--- config.mk ---
export PLATFORM = sky130hd
export DESIGN_NAME = keyed_watchdog
export DESIGN_NICKNAME = d
export VERILOG_FILES = /design/src/rtl/kwd_pkg.sv /design/src/rtl/kwd_prescaler.sv /design/src/rtl/kwd_keyseq.sv /design/src/rtl/kwd_downcnt.sv /design/src/rtl/keyed_watchdog.sv
export SDC_FILE = /design/constraint.sdc
export NUM_CORES = 1
export LEC_CHECK = 0
export ABC_AREA = 1
export BUFFER_PORTS_ARGS = -buffer_cell sky130_fd_sc_hd__buf_2
export CAP_MARGIN = 15
export CORE_MARGIN = 1
export CORE_UTILIZATION = 45
export CTS_CLUSTER_DIAMETER = 40
export CTS_CLUSTER_SIZE = 24
export DETAILED_ROUTE_END_ITERATION = 16
export PLACE_DENSITY = 0.62
export SLEW_MARGIN = 20
export SYNTH_ARGS = -nofsm -noshare
export SYNTH_HDL_FRONTEND = slang
export SYNTH_SLANG_ARGS = --single-unit
--- constraint.sdc ---
create_clock -name clk_i -period 2.13 [get_ports clk_i]
set_input_delay 0.426 -clock clk_i [delete_from_list [all_inputs] [get_ports clk_i]]
set_output_delay 0.426 -clock clk_i [all_outputs]
set_load 0.01 [all_outputs]
--- src/rtl/kwd_pkg.sv ---
package kwd_pkg;

   // Classification of a control-register write
   typedef enum logic [1:0] {
      WR_NONE = 2'd0,
      WR_ARM  = 2'd1,
      WR_EVEN = 2'd2,
      WR_ODD  = 2'd3
   } wr_kind_e;

endpackage

--- src/rtl/kwd_prescaler.sv ---
module kwd_prescaler #(
   parameter int PRESCALE = 8192
) (
   input  logic clk_i,
   input  logic por_n_i,
   input  logic run_i,
   input  logic clr_i,
   input  logic slow_i,
   input  logic slow_tick_i,
   output logic step_o
);

   logic adv;
   assign adv = run_i && (!slow_i || slow_tick_i);

   generate
      if (PRESCALE == 1) begin : g_direct
         assign step_o = adv;
      end else begin : g_count
         localparam int PW = $clog2(PRESCALE);
         localparam logic [PW-1:0] LAST = PW'(PRESCALE - 1);

         logic [PW-1:0] pcnt_q;

         assign step_o = adv && (pcnt_q == LAST);

         always_ff @(posedge clk_i or negedge por_n_i) begin
            if (!por_n_i) begin
               pcnt_q <= '0;
            end else if (clr_i) begin
               pcnt_q <= '0;
            end else if (step_o) begin
               pcnt_q <= '0;
            end else if (adv) begin
               pcnt_q <= pcnt_q + 1'b1;
            end
         end

         // between slow-mode ticks the prescaler must not move
         p_slow_hold_r9: assert property (@(posedge clk_i) disable iff (!por_n_i)
            (slow_i && !slow_tick_i && !clr_i) |=> $stable(pcnt_q));
      end
   endgenerate

endmodule

--- src/rtl/kwd_keyseq.sv ---
module kwd_keyseq
   import kwd_pkg::*;
#(
   parameter int W = 8
) (
   input  logic         clk_i,
   input  logic         por_n_i,
   input  logic         wr_i,
   input  logic [W-1:0] wr_data_i,
   input  logic         sup_rst_i,
   input  logic         fire_i,
   output logic         armed_o,
   output logic         arm_wr_o,
   output logic         reload_o,
   output logic         err_o
);

   logic         armed_q;
   logic         even_q;
   logic         lock_q;
   logic         err_q;
   logic [W-1:0] key_q;
   logic [W-1:0] trig_a_q;
   logic [W-1:0] trig_b_q;

   wr_kind_e     kind;
   logic         bad;
   logic [W-1:0] trig_a_n;
   logic [W-1:0] trig_b_n;

   always_comb begin
      if (!wr_i)        kind = WR_NONE;
      else if (!armed_q) kind = WR_ARM;
      else if (even_q)   kind = WR_EVEN;
      else               kind = WR_ODD;
   end

   always_comb begin
      bad      = 1'b0;
      trig_a_n = trig_a_q;
      trig_b_n = trig_b_q;
      case (kind)
         WR_EVEN: begin
            bad      = (wr_data_i != key_q);
            trig_a_n = wr_data_i;
         end
         WR_ODD: begin
            bad      = (wr_data_i != ~key_q);
            trig_b_n = wr_data_i;
         end
         default: ;
      endcase
   end

   assign reload_o = ((kind == WR_EVEN) || (kind == WR_ODD)) && !bad && !lock_q
                     && ((trig_a_n ^ trig_b_n) == {W{1'b1}});
   assign arm_wr_o = (kind == WR_ARM);
   assign armed_o  = armed_q;
   assign err_o    = err_q;

   always_ff @(posedge clk_i or negedge por_n_i) begin
      if (!por_n_i) begin
         armed_q  <= 1'b0;
         even_q   <= 1'b0;
         lock_q   <= 1'b0;
         err_q    <= 1'b0;
         key_q    <= '0;
         trig_a_q <= '0;
         trig_b_q <= '0;
      end else begin
         if (kind == WR_ARM) begin
            armed_q <= 1'b1;
            key_q   <= wr_data_i;
            even_q  <= 1'b1;
         end else if (kind != WR_NONE) begin
            even_q <= ~even_q;
         end
         trig_a_q <= trig_a_n;
         trig_b_q <= trig_b_n;
         if (bad) lock_q <= 1'b1;
         if (bad || fire_i)        err_q <= 1'b1;
         else if (sup_rst_i || wr_i) err_q <= 1'b0;
      end
   end

   // the lock is never released without power-on reset
   p_lock_sticky_r6: assert property (@(posedge clk_i) disable iff (!por_n_i)
      lock_q |=> lock_q);
   // a mismatching write raises the flag
   p_bad_sets_flag_r6: assert property (@(posedge clk_i) disable iff (!por_n_i)
      bad |=> err_q);
   // armed state cannot be dropped
   p_armed_sticky_r10: assert property (@(posedge clk_i) disable iff (!por_n_i)
      armed_q |=> armed_q);

endmodule

--- src/rtl/kwd_downcnt.sv ---
module kwd_downcnt #(
   parameter int W         = 8,
   parameter int PULSE_LEN = 4
) (
   input  logic         clk_i,
   input  logic         por_n_i,
   input  logic         step_i,
   input  logic         sup_rst_i,
   input  logic         arm_wr_i,
   input  logic [W-1:0] arm_val_i,
   input  logic         reload_i,
   output logic         fire_o,
   output logic         rst_req_o
);

   localparam int QW = (PULSE_LEN > 1) ? $clog2(PULSE_LEN) : 1;
   localparam logic [QW-1:0] QLOAD = QW'(PULSE_LEN - 1);

   logic [W-1:0]  cnt_q;
   logic [W-1:0]  tmo_q;
   logic [QW-1:0] pcnt_q;
   logic          req_q;

   assign fire_o    = step_i && (cnt_q == '0);
   assign rst_req_o = req_q;

   always_ff @(posedge clk_i or negedge por_n_i) begin
      if (!por_n_i) begin
         cnt_q <= '1;
         tmo_q <= '1;
      end else begin
         if (fire_o || sup_rst_i) tmo_q <= '1;
         else if (arm_wr_i)       tmo_q <= arm_val_i;

         if (fire_o || sup_rst_i) cnt_q <= '1;
         else if (arm_wr_i)       cnt_q <= arm_val_i;
         else if (reload_i)       cnt_q <= tmo_q;
         else if (step_i)         cnt_q <= cnt_q - 1'b1;
      end
   end

   always_ff @(posedge clk_i or negedge por_n_i) begin
      if (!por_n_i) begin
         req_q  <= 1'b0;
         pcnt_q <= '0;
      end else if (fire_o) begin
         req_q  <= 1'b1;
         pcnt_q <= QLOAD;
      end else if (req_q) begin
         if (pcnt_q == '0) req_q <= 1'b0;
         else              pcnt_q <= pcnt_q - 1'b1;
      end
   end

   // a zero-count step wraps to all ones and starts the request
   p_wrap_r3: assert property (@(posedge clk_i) disable iff (!por_n_i)
      (step_i && cnt_q == '0) |=> (cnt_q == '1) && req_q);
   // the request ends only once the pulse length is used up
   p_pulse_end_r3: assert property (@(posedge clk_i) disable iff (!por_n_i)
      $fell(req_q) |-> ($past(pcnt_q) == '0));
   // a retrigger loads the timeout value
   p_reload_r5: assert property (@(posedge clk_i) disable iff (!por_n_i)
      (reload_i && !fire_o && !sup_rst_i) |=> (cnt_q == $past(tmo_q)));

endmodule

--- src/rtl/keyed_watchdog.sv ---
module keyed_watchdog #(
   parameter int DATA_W    = 8,
   parameter int PRESCALE  = 8192,
   parameter int PULSE_LEN = 4
) (
   input  logic              clk_i,
   input  logic              por_n_i,
   input  logic              sup_rst_i,
   input  logic              slow_i,
   input  logic              slow_tick_i,
   input  logic              wr_i,
   input  logic [DATA_W-1:0] wr_data_i,
   output logic              rst_req_o,
   output logic              wd_err_o
);

   generate
      if (DATA_W < 2) begin : g_bad_w
         $error("keyed_watchdog: DATA_W must be at least 2");
      end
      if (PRESCALE < 1) begin : g_bad_p
         $error("keyed_watchdog: PRESCALE must be at least 1");
      end
      if (PULSE_LEN < 1) begin : g_bad_l
         $error("keyed_watchdog: PULSE_LEN must be at least 1");
      end
   endgenerate

   logic armed;
   logic arm_wr;
   logic reload;
   logic step;
   logic fire;

   kwd_prescaler #(.PRESCALE(PRESCALE)) u_pre (
      .clk_i       (clk_i),
      .por_n_i     (por_n_i),
      .run_i       (armed),
      .clr_i       (sup_rst_i || arm_wr),
      .slow_i      (slow_i),
      .slow_tick_i (slow_tick_i),
      .step_o      (step)
   );

   kwd_keyseq #(.W(DATA_W)) u_seq (
      .clk_i     (clk_i),
      .por_n_i   (por_n_i),
      .wr_i      (wr_i),
      .wr_data_i (wr_data_i),
      .sup_rst_i (sup_rst_i),
      .fire_i    (fire),
      .armed_o   (armed),
      .arm_wr_o  (arm_wr),
      .reload_o  (reload),
      .err_o     (wd_err_o)
   );

   kwd_downcnt #(.W(DATA_W), .PULSE_LEN(PULSE_LEN)) u_cnt (
      .clk_i     (clk_i),
      .por_n_i   (por_n_i),
      .step_i    (step),
      .sup_rst_i (sup_rst_i),
      .arm_wr_i  (arm_wr),
      .arm_val_i (wr_data_i),
      .reload_i  (reload),
      .fire_o    (fire),
      .rst_req_o (rst_req_o)
   );

   // no request can come from a disarmed block
   p_unarmed_quiet_r1: assert property (@(posedge clk_i) disable iff (!por_n_i)
      !armed |-> !rst_req_o);

endmodule

# After elaboration in Yosys (flattened, before gate mapping)

Index checks and enable logic that the tools add are counted.

Flip-flop bits (word level): 60
Output and inout port bits: 2
Input bits: 14

Bitwise gates (word level): 3
Add/subtract/negate cells: 3
Mux-type cells: 25
Reductions and logical operators: 25
Eq/ne operators: 8

Operators by type and width:

| kind                                                                     | count |
|---|---|
| 8-bit two-way mux                                                        | 8 |
| 13-bit two-way mux                                                       | 3 |
| 8-bit inequality test                                                    | 2 |
| 13-bit by 1-bit adder with 13-bit output (second input constant)         | 1 |
| 13-bit == test (second input constant)                                   | 1 |
| 2-bit two-way mux                                                        | 5 |
| 2-bit nonzero test                                                       | 5 |
| 8-bit == test (second input constant)                                    | 1 |
| 8-bit logical NOT                                                        | 1 |
| 1-bit two-way mux                                                        | 8 |
| 8-bit inverter                                                           | 1 |
| 8-bit by 1-bit subtractor with 8-bit output (second input constant)      | 1 |
| 8-bit bitwise XOR                                                        | 1 |
| 1-bit logical AND                                                        | 6 |
| 1-bit logical OR                                                         | 6 |
| 2-bit == test (second input constant)                                    | 2 |
| 4-bit nonzero test                                                       | 1 |
| 1-bit logical NOT                                                        | 3 |
| 3-bit nonzero test                                                       | 1 |
| 2-bit by 1-bit == test with 1-bit output (second input constant)         | 1 |
| 2-bit logical NOT                                                        | 1 |
| 2-bit by 1-bit inequality test with 1-bit output (second input constant) | 1 |
| 1-bit one-hot mux with 2 select lines                                    | 1 |
| 2-bit AND reduction                                                      | 1 |
| 2 further kinds                                                          | 2 |

# Longest topological paths before layout

Gate-level depths: netlist (run 1).

Depth in word-level cells: 12
Depth in mapped cells: 17

# Hierarchy

Synthesis (run 1) repeated with hierarchy kept, for this count alone.

Cell total of the unflattened synthesis: 508
Area total of the unflattened synthesis: 3558.4 µm²

By module, submodules not included:

| module         | area an instance (µm²) | cells an instance | times used | seq. area each (µm²) |
|---|---|---|---|---|
| kwd_keyseq     | 1508.9                 | 222               | 1          | 700.7 |
| kwd_downcnt    | 1211.2                 | 164               | 1          | 495.5 |
| kwd_prescaler  | 827.0                  | 119               | 1          | 325.3 |
| keyed_watchdog | 11.3                   | 3                 | 1          | 0.0 |

# Least setup slack after synthesis (run 1)

Ideal clock, no wire load.

Path kind: register -> register
Start: register u_seq.armed_q, in the netlist u_seq.armed_o
End: register u_cnt.cnt_q[5]
Slack: 0.136 ns
Path buffers: 3
Arrival: 1.921 ns
Cell stages (with the launch flop): 14
Path through: dfrtp_1 > buf_2 > nand3_2 > buf_2 > nand2_1 > o21ai_1 > xor2_1 > nand3_1 > nor2_2 > nand2_4 > buf_6 > nand2_1 > nand3_1 > a21oi_1

Longest elaborated chain between the ends: 11
Elaborated cells on any way between the ends: 23

Ends and longest elaborated chain:

| item                                                                       | line              | text |
|---|---|---|
| from (decl)                                                                | kwd_keyseq.sv:18  | `logic armed_q;` |
| from (signal assigned)                                                     | kwd_keyseq.sv:63  | `armed_q <= 1'b0;` |
| from (signal assigned)                                                     | kwd_keyseq.sv:72  | `armed_q <= 1'b1;` |
| parallel branches: the longest is 11 deep, another holds 8-bit two-way mux | n/a               |  |
| to (signal assigned)                                                       | kwd_downcnt.sv:36 | `else if (arm_wr_i) cnt_q <= arm_val_i;` |
| to (signal assigned)                                                       | kwd_downcnt.sv:37 | `else if (reload_i) cnt_q <= tmo_q;` |
| to (signal assigned)                                                       | kwd_downcnt.sv:38 | `else if (step_i) cnt_q <= cnt_q - 1'b1;` |
| to (decl)                                                                  | kwd_downcnt.sv:19 | `logic [W-1:0] cnt_q;` |

Parallel ways; which one is timed is not known.
A chain may end at the register's enable or synchronous reset.

# Worst setup path after layout (run 1)

Start: register u_seq.armed_q, in the netlist u_seq.armed_o
End: register u_cnt.cnt_q[0]

Elaborated cells on any way between the ends: 23

RTL lines:

| item                        | line              | text |
|---|---|---|
| 2-bit two-way mux *         | kwd_keyseq.sv:33  | `else if (!armed_q) kind = WR_ARM;` |
| 2-bit two-way mux *         | kwd_keyseq.sv:32  | `if (!wr_i) kind = WR_NONE;` |
| 2-bit == test *             | kwd_keyseq.sv:42  | `case (kind)` |
| 8-bit two-way mux *         | kwd_keyseq.sv:42  |  |
| named net u_seq.trig_b_n[1] | kwd_keyseq.sv:29  | `logic [W-1:0] trig_b_n;` |
| 8-bit bitwise XOR *         | kwd_keyseq.sv:56  | `&& ((trig_a_n ^ trig_b_n) == {W{1'b1}});` |
| 8-bit == test *             | kwd_keyseq.sv:56  |  |
| 1-bit logical AND *         | kwd_keyseq.sv:56  |  |
| 8-bit two-way mux           | kwd_downcnt.sv:37 |  |
| 8-bit two-way mux           | kwd_downcnt.sv:36 |  |
| 8-bit two-way mux           | kwd_downcnt.sv:35 | `if (fire_o \|\| sup_rst_i) cnt_q <= '1;` |

The timed path passes the listed nets; every way through them passes the cells marked *.

==> results of run 1 <==
## through the flow
step / hold WS, ps / power (mW) / setup slack [ps] / util, % / std cells
final: 77.4 / 3.10 / 54.2 / 58.5 / 644
after global routing: 103 / 3.28 / -93.0 / 58.5 / 644
after CTS: 101 / 3.06 / 7.15 / 55.8 / 638
after detailed placement: 460 / 2.00 / -140 / 53.0 / 622
after global placement: 461 / 1.99 / -50.7 / 53.0 / 622
after floorplan: 130 / 1.73 / 136 / - / 484
## registers in the layout (all words and copies together), names as in the netlist
signal	count
u_cnt.tmo_q	8
u_seq.even_q	1
u_cnt.cnt_q	8
u_seq.trig_a_q	8
u_seq.trig_b_q	8
u_seq.key_q	8
u_cnt.pcnt_q	2
u_cnt.rst_req_o	1
u_seq.err_o	1
u_seq.armed_o	1
u_seq.lock_q	1
u_pre.g_count.pcnt_q	13
## logic make-up after synthesis
logic type	after synthesis	share of synthesized area (%)
AOI/OAI and AO/OA	60	9.61
xor gates and xnor gates	12	3.03
adders and majority gates	3	1.08
buffers and inverters	101	11.6
DFF	60	43.9
and+or+nand+nor	248	30.8
## where the power goes
group	switching (mW)	leakage (nW)	internal [mW]
sequential	0.0560	0.696	1.26
combinational	0.425	1.54	0.311
clock	0.445	0.102	0.600
## cell usage after synthesis (all sizes together)
| cell | instances |
|---|---|
| nand2 | 128 |
| o21ai | 22 |
| nor3 | 3 |
| o21bai | 8 |
| xnor2 | 2 |
| dfrtp | 44 |
| and3 | 2 |
| xor2 | 10 |
| nand4 | 9 |
| nor3b | 1 |
| o22ai | 3 |
| ha | 3 |
| buf | 5 |
| dfstp | 16 |
| clkinv | 1 |
| clkbuf | 5 |
| a21oi | 26 |
| nor4 | 1 |
| nand3 | 44 |
| a32o | 1 |
| nor2 | 59 |
| inv | 90 |
| and2 | 1 |
## path summary, 6_finish.rpt
path / endpoint / depth (start not counted) / slack [ps]
worst max register to register: u_cnt.cnt_q[0]$_DFFE_PN1P_ / 15 / 50
min in group clk_i: u_seq.trig_a_q[3]$_DFF_PN0_ / 3 / 390
worst max-delay path: u_cnt.cnt_q[0]$_DFFE_PN1P_ / 15 / 50
max in group asynchronous: u_cnt.tmo_q[4]$_DFFE_PN1P_ / 2 / 1730
worst min-delay path: u_seq.even_q$_DFFE_PN0P_ / 2 / 80
worst min register to register: u_cnt.tmo_q[0]$_DFFE_PN1P_ / 2 / 490
## what timing repair did
action,4_1_cts,5_1_grt
setup buffers,0,4
gates resized for setup,3,43
cloned,0,2
setup endpoints to repair,8,31
pin swaps,0,7
## layout make-up
class / count / area, µm²
Fill cell: 676 / 3040
Multi-Input combinational cell: 325 / 1710
Sequential cell: 60 / 1520
Timing Repair Buffer: 53 / 389
Inverter: 91 / 342
Clock buffer: 12 / 155
Tap cell: 99 / 124
Clock inverter: 4 / 47.5
## cell usage in the layout (no fill, tap or decap), drive strengths merged, types with 8 or more instances in the layout
| cell | synthesis | layout |
|---|---|---|
| a21oi | 26 | 26 |
| buf | 5 | 53 |
| clkbuf | 5 | 12 |
| dfrtp | 44 | 44 |
| dfstp | 16 | 16 |
| inv | 90 | 90 |
| nand2 | 128 | 130 |
| nand3 | 44 | 44 |
| nand4 | 9 | 9 |
| nor2 | 59 | 59 |
| o21ai | 22 | 22 |
| o21bai | 8 | 8 |
| xor2 | 10 | 10 |
## routing by layer
layer  part of all wire, %  track usage (%)  up-vias
li1                      -                -     1619
met5                     0                0        -
met2                    47             35.6       60
met4                   1.7             7.51        0
met1                    47             29.0     1481
met3                   4.0             3.47       12
==> impl_metrics.csv, run 1 <==
group,metric,value,unit
outcome,status,"completed",
placement,dp_hpwl,6.13,mm
logic_synthesis,syn_area,0.00346,mm²
placement,placed_area,0.00388,mm²
die,io_pins,16,
worst_setup_path,r2r-start,"u_seq.armed_o$_DFFE_PN0P_",
clock_network,clkTransAtPathRegs,70,ps
die,core,0.00733,mm²
worst_setup_path,path_buf_inv,3,
logic_synthesis,yosys_warnings,0,
worst_setup_path,cp.arrival,2350,ps
timing,slew_viol_final,0,
logic_synthesis,synth-seq-area-share,43.9,%
global_routing,grt_max_degree,61,
timing,max_freq,482,MHz
final_layout,drive_gt1_share,24.2,%
logic_synthesis,syn_nets,501,
final_layout,nets,557,
die,die_w,89.7,µm
detailed_routing,vias_per_cell,4.93,
timing,hold_viol,0,
logic_synthesis,synth_area_leader_cell,"dfrtp_1",
pwr,ir_worst_vdd,0.327,mV
worst_setup_path,cpPeakStageDelay,450,ps
placement,portBuffers,15,
clock_network,postCtsHoldBufs,0,
die,row_count,31,
pwr,p_per_area,721,mW/mm²
timing,finalCritPeriodShare,97.5,%
worst_setup_path,cp_cell_sequence,"buf_4 -> nand3_4 -> buf_6 -> nand2_1 -> nand2_4 -> inv_2 -> nand2_1 -> nand2_1 -> nor2_1 -> nand3_1 -> nor2_4 -> nand2_4 -> nand2_2 -> nand3_2 -> a21oi_2",
final_layout,area_growth,23.9,%
global_routing,grt_pass1_wl,14.0,mm
logic_synthesis,yosysTopAreaCellShare,31.8,%
logic_synthesis,syn_avg_cell_area,7.16,µm²
final_layout,final_area,0.00429,mm²
timing,tightest_slew,652,ps
die,die_h,89.7,µm
clock_network,cts_tree,"yes",
clock_network,root_buffer,"clkbuf_8",
detailed_routing,num_vias,3172,
logic_synthesis,synthDistinctLibCells,33,
die,start_util,47.2,%
worst_setup_path,critPathLaunch,"u_seq.armed_o$_DFFE_PN0P_",
timing,setup_viol,0,
logic_synthesis,ys_ff_latch,60,
worst_setup_path,end_kind,"flip-flop",
worst_setup_path,crit_required,2410,ps
detailed_routing,drt_iter0_drc,111,
logic_synthesis,synthTopCellsByArea,"dfrtp_1 (32%), nand2_1 (13%), dfstp_2 (12%), inv_1 (9.6%), nand3_1 (6.2%)",
worst_setup_path,crit_family,"simple AND/OR/NAND/NOR gates",
clock_network,clkLatencyLatePin,340,ps
worst_setup_path,cpMostUsedCell,"nand2_1",
timing,grt_setup_unrepaired,"yes",
global_routing,grt-ovfl-total,0,
timing,relSlewSlack,56.5,%
detailed_routing,ant_nets,0,
clock_network,cts.sinks,60,
worst_setup_path,path_max_fanout,7,
final_layout,num_antenna_cells,0,
detailed_routing,drtPass1Iterations,4,
clock_network,htreeDepth,3,
placement,place_congestion,0.874,
global_routing,grt_pass1_vias,3108,
worst_setup_path,startpoint_type,"flip-flop",
logic_synthesis,syn_inst,484,
global_routing,antenna_found_initial,0,
detailed_routing,wl,8.13,mm
worst_setup_path,slowest_stage,"dfrtp_2",
flow_run,max-cap-violations,0,
hold_path,hold_class,"in -> async",
timing,finalSetupTns,0,ps
pwr,p_leak,2.34,nW
die,die-area,0.00805,mm²
detailed_routing,drc_errors,0,
clock_network,clockBufferDepth,2,
timing,finalWorstPathRequiredPeriod,2080,ps
worst_setup_path,crit_type,"reg -> reg",
timing,fin_skew,5.30,ps
clock_network,cts_buffers,9,
global_routing,grt_use_total,21.7,%
detailed_routing,routedWlPerCell,12.6,µm
Power figures use the tool's default switching activity.
==> inputs of run 2 (changes only) <==
--- a/config.mk
+++ b/config.mk
@@ -13,6 +13,7 @@
 export CTS_CLUSTER_DIAMETER = 40
 export CTS_CLUSTER_SIZE = 24
 export DETAILED_ROUTE_END_ITERATION = 16
+export GPL_TIMING_DRIVEN = 0
 export PLACE_DENSITY = 0.62
 export SLEW_MARGIN = 20
 export SYNTH_ARGS = -nofsm -noshare
==> run 2 against run 1 <==
Against the previous run: the flow now finishes with violations (negative setup slack); sequential power barely moved; non-clock buffer count decreased by 12; combinational power is 2% lower; hold slack better by 88 ps; die area is the same; fmax shrank 3.9%; clock skew rose by 3.4 ps; utilization stayed put; count of clock-buffer cells in the layout is 1 lower.
==> impl_metrics.csv, run 2 (synthesis results as in run 1) <==
group,metric,value,unit
outcome,status,"complete, but fails checks",
outcome,violations,"negative setup slack",
clock_network,cts_tree,"yes",
worst_setup_path,cpPeakStageDelay,340,ps
worst_setup_path,path_buf_inv,4,
placement,dp_hpwl,5.87,mm
timing,finalCritPeriodShare,101,%
global_routing,grt_pass1_vias,3031,
pwr,p_leak,2.29,nW
timing,relSlewSlack,49.4,%
die,start_util,47.2,%
pwr,power,3.10,mW
worst_setup_path,path_max_fanout,7,
final_layout,largest_reg_flops,13,
global_routing,grt_pass1_wl,14.4,mm
die,die-area,0.00805,mm²
final_layout,layout_common_cells,"nand2_1 (106), inv_1 (87), nor2_1 (46), dfrtp_1 (43), nand3_1 (35)",
timing,hold_viol,0,
pwr,p_per_area,723,mW/mm²
clock_network,clockBufferDepth,2,
detailed_routing,vias_per_cell,5.10,
final_layout,area_growth,23.9,%
die,die_h,89.7,µm
placement,portBuffers,15,
final_layout,regMostFlops,"u_pre.g_count.pcnt_q",
pwr,p_comb_share,23.2,%
worst_setup_path,rr_endpoint,"u_cnt.cnt_q[6]$_DFFE_PN1P_",
final_layout,drive_gt1_share,25.0,%
clock_network,cts.sinks,60,
final_layout,final_area,0.00429,mm²
worst_setup_path,r2r-start,"u_seq.armed_o$_DFFE_PN0P_",
clock_network,postCtsHoldBufs,0,
detailed_routing,drt_iter0_drc,193,
hold_path,hold_class,"in -> async",
timing,slew_viol_final,0,
global_routing,grt_use_total,22.6,%
final_layout,nets,543,
clock_network,cts_buffers,9,
placement,place_congestion,0.848,
timing,finalWorstPathRequiredPeriod,2160,ps
worst_setup_path,cp.arrival,2440,ps
worst_setup_path,startpoint_type,"flip-flop",
detailed_routing,routedWlPerCell,13.6,µm
placement,placed_area,0.00366,mm²
placement,dp_slack,-413,ps
worst_setup_path,cp_cell_sequence,"buf_6 -> nand2_4 -> nor2_4 -> buf_6 -> buf_6 -> nand2_4 -> nand2_4 -> nor2_2 -> nor2_2 -> nand3_2 -> nor2_4 -> nand2_4 -> buf_4 -> a21oi_1 -> a21oi_2",
die,die_w,89.7,µm
pwr,intPower,2.12,mW
timing,fin_ws,-30.4,ps
pwr,power.share.clock,34.3,%
worst_setup_path,crit_family,"simple AND/OR/NAND/NOR gates",
final_layout,fillers,674,
worst_setup_path,slowest_stage,"dfrtp_1",
pwr,p_switching,0.977,mW
timing,finalSetupTns,-89.3,ps
global_routing,antenna_found_initial,0,
detailed_routing,wl,8.54,mm
die,io_pins,16,
timing,tightest_slew,759,ps
die,row_count,31,
detailed_routing,num_vias,3213,
clock_network,clkLatencyLatePin,340,ps
final_layout,final_common_cell,"nand2_1",
clock_network,root_buffer,"clkbuf_8",
timing,hold_slack,165,ps
worst_setup_path,regToRegSetupSlack,-30,ps
flow_run,max-cap-violations,0,
pwr,netSwitchingFraction,31.5,%
final_layout,num_antenna_cells,0,
timing,fin_skew,8.66,ps
clock_network,htreeDepth,3,
die,core,0.00733,mm²
worst_setup_path,rr_worst_depth,15,
pwr,pwr-share-seq,42.6,%
timing,max_freq,463,MHz
detailed_routing,drtPass1Iterations,4,
worst_setup_path,crit_required,2410,ps
detailed_routing,drc_errors,0,
timing,grt_setup_unrepaired,"yes",
timing,setup_viol,7,
detailed_routing,ant_nets,0,
worst_setup_path,end_kind,"flip-flop",
worst_setup_path,crit_type,"reg -> reg",
worst_setup_path,cpMostUsedCell,"nand2_4",
global_routing,grt_max_degree,61,
global_routing,grt-ovfl-total,0,
clock_network,clkTransAtPathRegs,70,ps
pwr,ir_worst_vdd,0.459,mV
==> run 2: cell types whose count changed in the layout (fill, tap and decap cells not counted), sizes merged <==
cell / before / now
clkinvlp: 1 / 0
nand2: 130 / 128
clkbuf: 12 / 14
clkinv: 3 / 5
buf: 53 / 38
==> run 2: worst max path at each step <==
stage | startpoint | to | slack [ps] | cells after the start
floorplan | u_seq.armed_o$_DFFE_PN0P_ | u_cnt.cnt_q[5]$_DFFE_PN1P_ | 140 | 13
global placement | wr_i | u_cnt.cnt_q[5]$_DFFE_PN1P_ | -410 | 13
detailed placement | wr_i | u_cnt.cnt_q[5]$_DFFE_PN1P_ | -410 | 13
CTS | u_seq.armed_o$_DFFE_PN0P_ | u_cnt.cnt_q[5]$_DFFE_PN1P_ | -20 | 17
global route | u_seq.armed_o$_DFFE_PN0P_ | u_cnt.cnt_q[5]$_DFFE_PN1P_ | -170 | 14
finish | u_seq.armed_o$_DFFE_PN0P_ | u_cnt.cnt_q[6]$_DFFE_PN1P_ | -30 | 15
==> run 2: cell type report <==
type / instances / area [µm²] / area share (%)
Tap cell: 99 / 124 / 2.89
Inverter: 91 / 342 / 7.96
Sequential cell: 60 / 1520 / 35.5
Buffer: 10 / 85.1 / 1.98
Clock buffer: 11 / 151 / 3.53
Clock inverter: 5 / 50.0 / 1.17
Multi-Input combinational cell: 323 / 1800 / 42.0
Timing Repair Buffer: 31 / 216 / 5.04
==> run 2: metrics by stage <==
stage	instances	util [%]
floorplan	484	-
global placement	598	50.0
detailed placement	598	50.0
CTS	627	56.1
global route	630	58.5
finish	630	58.5
==> run 2: power groups by stage <==
stage | logic, mW | clock network, mW | registers (mW)
2_1_floorplan | 0.410 | 0 | 1.32
3_3_place_gp | 0.547 | 0 | 1.33
3_5_place_dp | 0.558 | 0 | 1.34
4_1_cts | 0.634 | 1.08 | 1.32
5_1_grt | 0.808 | 1.13 | 1.33
6_report | 0.719 | 1.06 | 1.32
==> run 2: what timing repair did <==
action | 4_1_cts | 5_1_grt
pin swaps | 10 | 13
gates cloned | 2 | 0
setup endpoints to repair | 21 | 32
buffers inserted | 11 | 3
resized for setup | 46 | 43
==> run 2: per-layer routing <==
layer	vias to the layer above	global-route usage (%)	wire (µm)
li1	1590	-	-
met2	76	35.5	3920
met4	0	10.2	160
met5	-	0	0
met3	13	3.72	355
met1	1534	30.7	4100
==> inputs of run 3 (changes only) <==
--- a/config.mk
+++ b/config.mk
@@ -5,7 +5,7 @@
 export SDC_FILE = /design/constraint.sdc
 export NUM_CORES = 1
 export LEC_CHECK = 0
-export ABC_AREA = 1
+export ABC_AREA = 0
 export BUFFER_PORTS_ARGS = -buffer_cell sky130_fd_sc_hd__buf_2
 export CAP_MARGIN = 15
 export CORE_MARGIN = 1
==> run 3 against run 2 <==
Against the previous run: the run still ends with negative setup slack left; utilization down 3.0 points; via count shrank 27%; cell area down 12%; count of clock-buffer cells in the layout up 1; critical path depth down 7; critical path type unchanged; largest cell class unchanged.
==> impl_metrics.csv, run 3 <==
group,metric,value,unit
worst_setup_path,slowest_stage,"or4_4",
timing,grt_setup_unrepaired,"yes",
logic_synthesis,synth_common_cells,"nand2_1 (51), dfrtp_1 (44), nor2_1 (19), xor2_1 (19)",
pwr,p_leak,1.62,nW
pwr,ir_worst_vdd,0.551,mV
placement,dp_hpwl,4.44,mm
timing,fin_skew,6.09,ps
placement,placed_area,0.00336,mm²
outcome,violations,"negative setup slack",
timing,hold_slack,165,ps
logic_synthesis,syn_nets,325,
final_layout,num_antenna_cells,0,
placement,portBuffers,14,
worst_setup_path,cp_cell_sequence,"xor2_2 -> or4_4 -> mux2i_4 -> nand4_4 -> or2_0 -> buf_6 -> o211ai_1 -> a41oi_2",
logic_synthesis,synthDistinctLibCells,46,
die,core,0.00679,mm²
timing,fin_ws,-147,ps
clock_network,htreeDepth,3,
detailed_routing,drtPass1Iterations,4,
clock_network,cts_tree,"yes",
logic_synthesis,ys_async_sr_fraction,100,%
detailed_routing,num_vias,2358,
logic_synthesis,yosysTopAreaCellShare,34.9,%
flow_run,max-cap-violations,0,
clock_network,clkLatencyLatePin,330,ps
timing,tightest_slew,751,ps
final_layout,finish.utilization,55.6,%
final_layout,area_growth,19.6,%
final_layout,drive_gt1_share,29.1,%
detailed_routing,wl,6.63,mm
pwr,p_per_area,838,mW/mm²
logic_synthesis,synth_ff_type,"dfrtp_1",
clock_network,root_buffer,"clkbuf_8",
worst_setup_path,end_kind,"flip-flop",
outcome,status,"complete, but fails checks",
logic_synthesis,ys_ff_latch,60,
final_layout,final-instance-count-excl-fill,447,
global_routing,grt_pass1_vias,2285,
worst_setup_path,crit_family,"simple AND/OR/NAND/NOR gates",
worst_setup_path,r2r-start,"u_seq.key_q[0]$_DFFE_PN0P_",
die,io_pins,16,
detailed_routing,ant_nets,0,
timing,slew_viol_final,0,
logic_synthesis,yosysMostFrequentCell,"nand2_1",
global_routing,grt-ovfl-total,0,
global_routing,grt_pass1_wl,11.0,mm
detailed_routing,routedWlPerCell,14.8,µm
final_layout,final_common_cell,"nand2_1",
global_routing,grt_use_total,19.5,%
worst_setup_path,path_max_fanout,8,
final_layout,largest_reg_flops,13,
die,die_w,85.8,µm
logic_synthesis,syn_inst,308,
final_layout,regMostFlops,"u_pre.g_count.pcnt_q",
detailed_routing,vias_per_cell,5.28,
final_layout,final_area,0.00377,mm²
logic_synthesis,synthTopCellsByArea,"dfrtp_1 (35%), dfstp_2 (13%), nand2_1 (6.1%), mux2_2 (5.7%), xor2_1 (5.3%)",
logic_synthesis,synth_area_leader_cell,"dfrtp_1",
worst_setup_path,crit_type,"reg -> reg",
worst_setup_path,crit_required,2370,ps
placement,dp_slack,-428,ps
hold_path,hold_class,"in -> async",
final_layout,nets,363,
clock_network,clockBufferDepth,2,
clock_network,postCtsHoldBufs,0,
detailed_routing,drt_iter0_drc,93,
placement,place_inst,418,
timing,finalWorstPathRequiredPeriod,2280,ps
worst_setup_path,cp.arrival,2510,ps
global_routing,antenna_found_initial,0,
logic_synthesis,syn_area,0.00316,mm²
pwr,power,3.17,mW
timing,finalCritPeriodShare,107,%
clock_network,cts.sinks,60,
clock_network,cts_buffers,9,
logic_synthesis,yosys_warnings,0,
final_layout,layout_common_cells,"nand2_1 (51), dfrtp_1 (43), xor2_1 (18), nor2_1 (18)",
logic_synthesis,synth-seq-area-share,48.2,%
worst_setup_path,startpoint_type,"flip-flop",
die,die_h,85.8,µm
die,row_count,30,
timing,setup_viol,11,
worst_setup_path,critPathLaunch,"u_seq.key_q[0]$_DFFE_PN0P_",
die,die-area,0.00735,mm²
timing,max_freq,439,MHz
logic_synthesis,syn_avg_cell_area,10.2,µm²
timing,finalSetupTns,-848,ps
timing,hold_viol,0,
placement,place_congestion,0.803,
die,start_util,46.5,%
timing,relSlewSlack,50.0,%
detailed_routing,drc_errors,0,
global_routing,grt_max_degree,61,
worst_setup_path,path_buf_inv,1,
logic_synthesis,synth_edf_count,0,
clock_network,clkTransAtPathRegs,70,ps
worst_setup_path,cpPeakStageDelay,550,ps
## run 3: worst paths after layout
path	slack, ps	end	cells after the start
max	-150	u_cnt.cnt_q[1]$_DFFE_PN1P_	8
min	170	u_seq.key_q[2]$_DFFE_PN0P_	1
max reg2reg	-150	u_cnt.cnt_q[1]$_DFFE_PN1P_	8
min reg2reg	480	u_seq.lock_q$_DFFE_PN0P_	1
max in group asynchronous	1430	u_seq.armed_o$_DFFE_PN0P_	1
min in group clk_i	400	u_seq.armed_o$_DFFE_PN0P_	2
## run 3: area by class of cell
type,instances,area (µm²)
flip-flops and latches,60,1520
well taps,96,120
plain buffers,9,63.8
multi-input cells,232,1620
repair buffers,28,179
clock buffers,12,155
clock inverters,4,95.1
inverters,6,22.5
fillers,591,3020
## run 3: cell families (layout without fill, tap and decap cells)
kind of cell | Yosys count | count (layout) | synth area share (%)
compound gates | 38 | 38 | 8.16
flops | 60 | 60 | 48.2
xor+xnor | 34 | 34 | 9.43
mux | 27 | 27 | 9.99
fa+ha+maj | 3 | 3 | 1.19
simple gates | 130 | 130 | 20.4
buf+inv | 16 | 59 | 2.65
## run 3: worst reg2reg max path, delay by kind of cell, from the launching register on
kind / cells / cell delay (ps)
AO/OA/AOI/OAI: 2 / 340
XOR/XNOR: 1 / 150
buffers and inverters: 1 / 150
flip-flops: 1 / 410
multiplexers: 1 / 190
AND/OR/NAND/NOR: 3 / 940
## run 3: report_power, final
part / total (mW) / internal, mW / leakage (nW) / switching [mW]
registers: 1.34 / 1.26 / 0.708 / 0.0842
clock network: 1.29 / 0.840 / 0.127 / 0.451
logic: 0.533 / 0.276 / 0.787 / 0.258
total: 3.17 / 2.37 / 1.62 / 0.793
## run 3: per-layer routing
| layer | track usage (%) | share of wire (%) | wire, µm |
|---|---|---|---|
| met5 | 0 | 0 | 0 |
| met4 | 10.9 | 2.6 | 173 |
| met3 | 3.46 | 2.3 | 151 |
| met2 | 29.8 | 47 | 3140 |
| met1 | 26.4 | 48 | 3160 |
## run 3: repair_timing
action,CTS,global route
setup buffers,5,8
setup endpoints to repair,17,19
pin swaps,7,7
resized for setup,8,10
cloned,0,1
